**src/rtl/seqpf_pkg.sv**
```systemverilog
package seqpf_pkg;

  typedef enum logic {
    ACC_DATA  = 1'b0,
    ACC_INSTR = 1'b1
  } acc_kind_e;

  // limit thresholds: 1 = after misses only, 2 and above = after hits as well
  localparam int unsigned LIM_MISS_ONLY = 1;
  localparam int unsigned LIM_HIT_ALSO  = 2;

endpackage

```
**src/rtl/seqpf_qualify.sv**
```systemverilog
module seqpf_qualify
  import seqpf_pkg::*;
#(
  parameter int unsigned NUM_MASTERS = 4,
  parameter int unsigned MID_W       = 2,
  parameter int unsigned LIMIT_W     = 3
) (
  input  logic                   buf_en_i,
  input  logic [LIMIT_W-1:0]     limit_i,
  input  logic                   instr_en_i,
  input  logic                   data_en_i,
  input  logic [NUM_MASTERS-1:0] master_en_i,
  input  logic [MID_W-1:0]       master_i,
  input  logic                   instr_i,
  input  logic                   hit_i,
  output logic                   ok_o
);

  logic [NUM_MASTERS-1:0] master_sel;
  logic                   master_ok;
  logic                   kind_ok;
  logic                   limit_ok;
  acc_kind_e              kind;

  // one-hot decode of the issuing master
  for (genvar g = 0; g < NUM_MASTERS; g++) begin : g_msel
    assign master_sel[g] = (int'(master_i) == g);
  end

  assign master_ok = |(master_sel & master_en_i);
  assign kind      = acc_kind_e'(instr_i);

  always_comb begin
    unique case (kind)
      ACC_INSTR: kind_ok = instr_en_i;
      default:   kind_ok = data_en_i;
    endcase
  end

  always_comb begin
    if (int'(limit_i) == 0)
      limit_ok = 1'b0;
    else if (int'(limit_i) >= int'(LIM_HIT_ALSO))
      limit_ok = 1'b1;
    else
      limit_ok = !hit_i;
  end

  assign ok_o = buf_en_i && limit_ok && kind_ok && master_ok;

endmodule

```
**src/rtl/seqpf_nextline.sv**
```systemverilog
module seqpf_nextline #(
  parameter int unsigned ADDR_W = 24,
  parameter int unsigned OFF_W  = 4,
  parameter int unsigned LINE_W = ADDR_W - OFF_W
) (
  input  logic [ADDR_W-1:0] addr_i,
  output logic [LINE_W-1:0] next_line_o,
  output logic              at_top_o
);

  logic [LINE_W-1:0] cur_line;

  assign cur_line    = addr_i[ADDR_W-1:OFF_W];
  assign at_top_o    = &cur_line;
  assign next_line_o = cur_line + LINE_W'(1);

endmodule

```
**src/rtl/seqpf_issue.sv**
```systemverilog
module seqpf_issue #(
  parameter int unsigned LINE_W = 20
) (
  input  logic              clk,
  input  logic              rst,
  input  logic              trig_seen_i,
  input  logic              trig_ok_i,
  input  logic [LINE_W-1:0] trig_line_i,
  input  logic              idle_i,
  input  logic              resident_i,
  input  logic              done_i,
  output logic [LINE_W-1:0] lookup_line_o,
  output logic              lookup_valid_o,
  output logic              pf_req_o,
  output logic [LINE_W-1:0] pf_line_o
);

  logic              pend_q;
  logic [LINE_W-1:0] pend_line_q;
  logic              req_q;
  logic [LINE_W-1:0] line_q;
  logic              launch_slot;

  // a pending trigger may act only when no request is outstanding
  assign launch_slot = pend_q && idle_i && !req_q;

  always_ff @(posedge clk) begin
    if (rst) begin
      pend_q      <= 1'b0;
      pend_line_q <= '0;
      req_q       <= 1'b0;
      line_q      <= '0;
    end else begin
      if (req_q && done_i)
        req_q <= 1'b0;
      if (trig_seen_i) begin
        pend_q <= trig_ok_i;
        if (trig_ok_i)
          pend_line_q <= trig_line_i;
      end else if (launch_slot) begin
        pend_q <= 1'b0;
        if (!resident_i) begin
          req_q  <= 1'b1;
          line_q <= pend_line_q;
        end
      end
    end
  end

  assign lookup_line_o  = pend_line_q;
  assign lookup_valid_o = pend_q;
  assign pf_req_o       = req_q;
  assign pf_line_o      = line_q;

endmodule

```
**src/rtl/seqpf_trigger.sv**
```systemverilog
module seqpf_trigger #(
  parameter int unsigned ADDR_W      = 24,
  parameter int unsigned LINE_BYTES  = 16,
  parameter int unsigned NUM_MASTERS = 4,
  parameter int unsigned LIMIT_W     = 3,
  localparam int unsigned OFF_W      = $clog2(LINE_BYTES),
  localparam int unsigned LINE_W     = ADDR_W - OFF_W,
  localparam int unsigned MID_W      = (NUM_MASTERS > 1) ? $clog2(NUM_MASTERS) : 1
) (
  input  logic                   clk,
  input  logic                   rst,
  input  logic                   rd_valid_i,
  input  logic [ADDR_W-1:0]      rd_addr_i,
  input  logic [MID_W-1:0]       rd_master_i,
  input  logic                   rd_instr_i,
  input  logic                   rd_hit_i,
  input  logic                   bus_idle_i,
  input  logic                   cfg_buf_en_i,
  input  logic [LIMIT_W-1:0]     cfg_pf_limit_i,
  input  logic                   cfg_instr_pf_en_i,
  input  logic                   cfg_data_pf_en_i,
  input  logic [NUM_MASTERS-1:0] cfg_master_en_i,
  output logic [LINE_W-1:0]      lookup_line_o,
  output logic                   lookup_valid_o,
  input  logic                   lookup_resident_i,
  output logic                   pf_req_o,
  output logic [LINE_W-1:0]      pf_line_o,
  input  logic                   pf_done_i
);

  logic              qual_ok;
  logic              at_top;
  logic [LINE_W-1:0] next_line;
  logic              idle_cycle;

  seqpf_qualify #(
    .NUM_MASTERS(NUM_MASTERS),
    .MID_W      (MID_W),
    .LIMIT_W    (LIMIT_W)
  ) u_qual (
    .buf_en_i   (cfg_buf_en_i),
    .limit_i    (cfg_pf_limit_i),
    .instr_en_i (cfg_instr_pf_en_i),
    .data_en_i  (cfg_data_pf_en_i),
    .master_en_i(cfg_master_en_i),
    .master_i   (rd_master_i),
    .instr_i    (rd_instr_i),
    .hit_i      (rd_hit_i),
    .ok_o       (qual_ok)
  );

  seqpf_nextline #(
    .ADDR_W(ADDR_W),
    .OFF_W (OFF_W),
    .LINE_W(LINE_W)
  ) u_next (
    .addr_i     (rd_addr_i),
    .next_line_o(next_line),
    .at_top_o   (at_top)
  );

  assign idle_cycle = bus_idle_i && !rd_valid_i;

  seqpf_issue #(
    .LINE_W(LINE_W)
  ) u_issue (
    .clk           (clk),
    .rst           (rst),
    .trig_seen_i   (rd_valid_i),
    .trig_ok_i     (qual_ok && !at_top),
    .trig_line_i   (next_line),
    .idle_i        (idle_cycle),
    .resident_i    (lookup_resident_i),
    .done_i        (pf_done_i),
    .lookup_line_o (lookup_line_o),
    .lookup_valid_o(lookup_valid_o),
    .pf_req_o      (pf_req_o),
    .pf_line_o     (pf_line_o)
  );

endmodule

```
**config.mk**
```make
export PLATFORM = sky130hd
export DESIGN_NAME = seqpf_trigger
export DESIGN_NICKNAME = d
export VERILOG_FILES = /design/src/rtl/seqpf_pkg.sv /design/src/rtl/seqpf_qualify.sv /design/src/rtl/seqpf_nextline.sv /design/src/rtl/seqpf_issue.sv /design/src/rtl/seqpf_trigger.sv
export SDC_FILE = /design/constraint.sdc
export NUM_CORES = 1
export LEC_CHECK = 0
export ABC_AREA = 1
export CAP_MARGIN = 10
export CORE_MARGIN = 2
export CORE_UTILIZATION = 55
export DETAILED_ROUTE_END_ITERATION = 7
export DONT_BUFFER_PORTS = 1
export GPL_ROUTABILITY_DRIVEN = 0
export HOLD_SLACK_MARGIN = 0.1
export PLACE_DENSITY = 0.7
export SETUP_SLACK_MARGIN = 0.1
export SLEW_MARGIN = 20
export SYNTH_ARGS = -nofsm -noshare
export SYNTH_HDL_FRONTEND = slang
export SYNTH_SLANG_ARGS = --single-unit
```
**constraint.sdc**
```tcl
create_clock -name clk -period 1.5 [get_ports clk]
set_input_delay 0 -clock clk [delete_from_list [all_inputs] [get_ports clk]]
set_output_delay 0 -clock clk [all_outputs]
set_load 0.01 [all_outputs]
```
==> impl_metrics.env <==
export IMPL_hold_violations=0
export IMPL_synth_distinct_cells=25
export IMPL_ff2ff_setup_slack_ns=0.15
export IMPL_die_area_sq_um=4440
export IMPL_hold_path_end="u_issue.lookup_line_o[3]$_SDFFE_PP0P_"
export IMPL_cts_made_buffers=5
export IMPL_synthSimpleGateAreaFrac_pct=32.3
export IMPL_synth_seq_area_share_pct=39.0
export IMPL_worstPathRequired_ns=1.72
export IMPL_cts_tree="yes"
export IMPL_fin_area_sq_um=2710
export IMPL_htree_levels=2
export IMPL_via_per_inst=5.09
export IMPL_power_per_cell_area_nw_per_um2=850
export IMPL_hold_worst_slack_ns=0.113
export IMPL_drv_cap=0
export IMPL_synth_compound_area_share_pct=11.7
export IMPL_grt_overflow=0
export IMPL_finalCriticalPeriod_ns=1.35
export IMPL_synth_largest_area_cell="dfxtp_1"
export IMPL_crit_chain="nor2_1, nand2_1, nor2_2, buf_4, o21ai_0, a21oi_1"
export IMPL_crit_fanout=15
export IMPL_port_buffers=0
export IMPL_rr_endpoint="u_issue.pf_line_o[16]$_SDFFE_PP0P_"
export IMPL_final_cell_mix="nand2_1, nor2_1, dfxtp_1"
export IMPL_clkLatencyLatePin_ns=0.30
export IMPL_grt_pass1_wl_microns=8430
export IMPL_fin_nets=405
export IMPL_drtIter0Drc=100
export IMPL_antenna_found_initial=0
export IMPL_fill_cells=310
export IMPL_syn_area_sq_um=2160
export IMPL_slew_headroom_pct=73.6
export IMPL_clock_sinks=42
export IMPL_hold_depth=4
export IMPL_worst_path_max_delay_cell="dfxtp_1"
export IMPL_muxShareOfSynthArea_pct=0
export IMPL_synth_edff_count=0
export IMPL_dr_pass1_iters=5
export IMPL_grt_pass1_vias=1933
export IMPL_drc=0
export IMPL_cts_root_buffer="clkbuf_8"
export IMPL_worst_path_largest_cell_delay_ns=0.38
export IMPL_synth_top_family_by_area="simple AND/OR/NAND/NOR gates"
export IMPL_syn_to_final_growth_pct=25.3
export IMPL_slew_violations=0
export IMPL_crit_path_start_kind="flip-flop"
export IMPL_criticalPathCategory="flip-flop to flip-flop"
export IMPL_r2r_start="u_issue.pf_req_o$_SDFF_PP0_"
export IMPL_die_h_microns=66.6
export IMPL_antenna_cells=0
export IMPL_ys_ff_latch=42
export IMPL_reg2reg_depth=6
export IMPL_synth_cells=318
export IMPL_yosysWarnings=0
export IMPL_cp_arrival_ns=1.56
export IMPL_avgRoutedWirePerCell_microns=13.2
export IMPL_vias=2081
export IMPL_ir_drop_uv=489
export IMPL_hpwl_microns=3590
export IMPL_place_area_sq_um=2210
export IMPL_die_w_microns=66.6
export IMPL_syn_area_per_cell_sq_um=6.79
export IMPL_synth_adder_area_share_pct=0.580
export IMPL_num_rows=22
export IMPL_tns_ns=0
export IMPL_clk_pin_slew_ns=0.07
export IMPL_netlist_top_cells_area="dfxtp_1, nand2_1, nor2_1"
export IMPL_synth_async_sr_flop_share_pct=0
export IMPL_tightestPinTransition_ns=0.393
export IMPL_syn_nets=363
export IMPL_synth_top_area_share_pct=39.0
export IMPL_routed_wl_microns=5390
export IMPL_final_util_pct=72.8
export IMPL_clk_path_buf_depth=2
export IMPL_status="completed"
export IMPL_final_antenna_net_count=0
export IMPL_grt_max_degree=28
export IMPL_hold_class="primary input to flip-flop"
export IMPL_end_kind="flip-flop"
export IMPL_synth_xor_area_share_pct=5.28
export IMPL_start_util_pct=58.1
export IMPL_holdCritStartpoint="rd_addr_i[5]"
export IMPL_layout_commonest_cell="nand2_1"
export IMPL_ios=86
export IMPL_clock_fmax_mhz=743
export IMPL_clock_skew_ns=0.00732
export IMPL_finalCritPeriodShare_pct=89.7
export IMPL_synthFlopType="dfxtp_1"
export IMPL_core_sq_um=3720
export IMPL_rsz0062_at_grt="false"
export IMPL_drive_above_1_share_pct=10.8
export IMPL_cellLeakagePower_nw=1.25
export IMPL_setup_violations=0
export IMPL_track_usage_pct=25.4
cell usage after synthesis (2+ instances only):
cell type / number
o21bai_1: 2
clkinv_1: 4
clkbuf_1: 6
nand4_1: 4
nand2_1: 82
nor2_1: 47
nand3_1: 10
xor2_1: 6
dfxtp_1: 42
o21ai_0: 21
xnor2_1: 7
a21oi_1: 23
nor2_2: 10
nand3_4: 3
buf_6: 3
inv_1: 39
metal layers:
layer | GRT usage, % | wire length [microns] | vias up
li1 | - | - | 1063
met1 | 31.9 | 2370 | 933
met2 | 41.9 | 2530 | 77
met3 | 6.59 | 403 | 8
met4 | 9.18 | 82 | 0
met5 | 0 | 0 | -
layout make-up:
type / instances / area [sq um] / share of cell area (%)
multi-input cells: 221 / 1080 / 40.1
well taps: 48 / 60.1 / 2.22
clock buffers: 7 / 76.3 / 2.82
repair buffers: 46 / 448 / 16.6
flip-flops and latches: 42 / 842 / 31.1
clock inverters: 1 / 30.0 / 1.11
inverters: 44 / 165 / 6.11
worst max-delay path: cells and delay by family (launching register included):
kind	cells	cell delay [ns]
AO/OA/AOI/OAI	2	0.32
buffers and inverters	1	0.22
flip-flops	1	0.38
AND/OR/NAND/NOR	3	0.36
per-stage QoR:
stage	setup WS, ns	total power, mW	std cells
6_report	0.154	2.30	409
5_1_grt	0.00231	2.39	409
4_1_cts	0.108	2.30	403
3_5_place_dp	0.188	1.37	362
3_3_place_gp	0.222	1.37	362
2_1_floorplan	0.308	1.34	318
timing repair:
item | in CTS | in global routing
endpoints found under the hold margin | 28 | 0
setup buffers | 0 | 6
hold buffers | 33 | 0
gates resized for setup | 0 | 6
endpoints found under the setup margin | 0 | 18
where the power goes:
part | internal, mW | switching (mW) | total (mW)
logic | 0.130 | 0.139 | 0.269
registers | 1.14 | 0.0249 | 1.16
clock network | 0.498 | 0.371 | 0.869
total | 1.77 | 0.535 | 2.30
logic make-up after synthesis:
| group | count (synthesis) |
|---|---|
| and+or+nand+nor | 159 |
| buffers and inverters | 55 |
| AOI/OAI and AO/OA | 48 |
| DFF | 42 |
| xor gates and xnor gates | 13 |
| adders and majority gates | 1 |
registers in the layout, summed over array words and instances, names as in the netlist:
register and count:
u_issue.lookup_line_o 20, u_issue.pf_line_o 20, u_issue.lookup_valid_o 1, u_issue.pf_req_o 1
worst max-delay path by stage:
stage	startpoint	to	slack, ns	cells past startpoint
6_report	u_issue.pf_req_o$_SDFF_PP0_	u_issue.pf_line_o[16]$_SDFFE_PP0P_	0.15	6
5_1_grt	u_issue.pf_req_o$_SDFF_PP0_	u_issue.pf_line_o[16]$_SDFFE_PP0P_	0.002	6
4_1_cts	rd_valid_i	u_issue.lookup_line_o[12]$_SDFFE_PP0P_	0.11	5
3_5_place_dp	rd_addr_i[4]	u_issue.lookup_line_o[0]$_SDFFE_PP0P_	0.19	9
3_3_place_gp	rd_addr_i[4]	u_issue.lookup_line_o[0]$_SDFFE_PP0P_	0.22	9
2_1_floorplan	u_issue.lookup_valid_o$_SDFFE_PP0P_	u_issue.pf_line_o[0]$_SDFFE_PP0P_	0.31	6
Note: power is estimated with default switching activity, not from simulation.
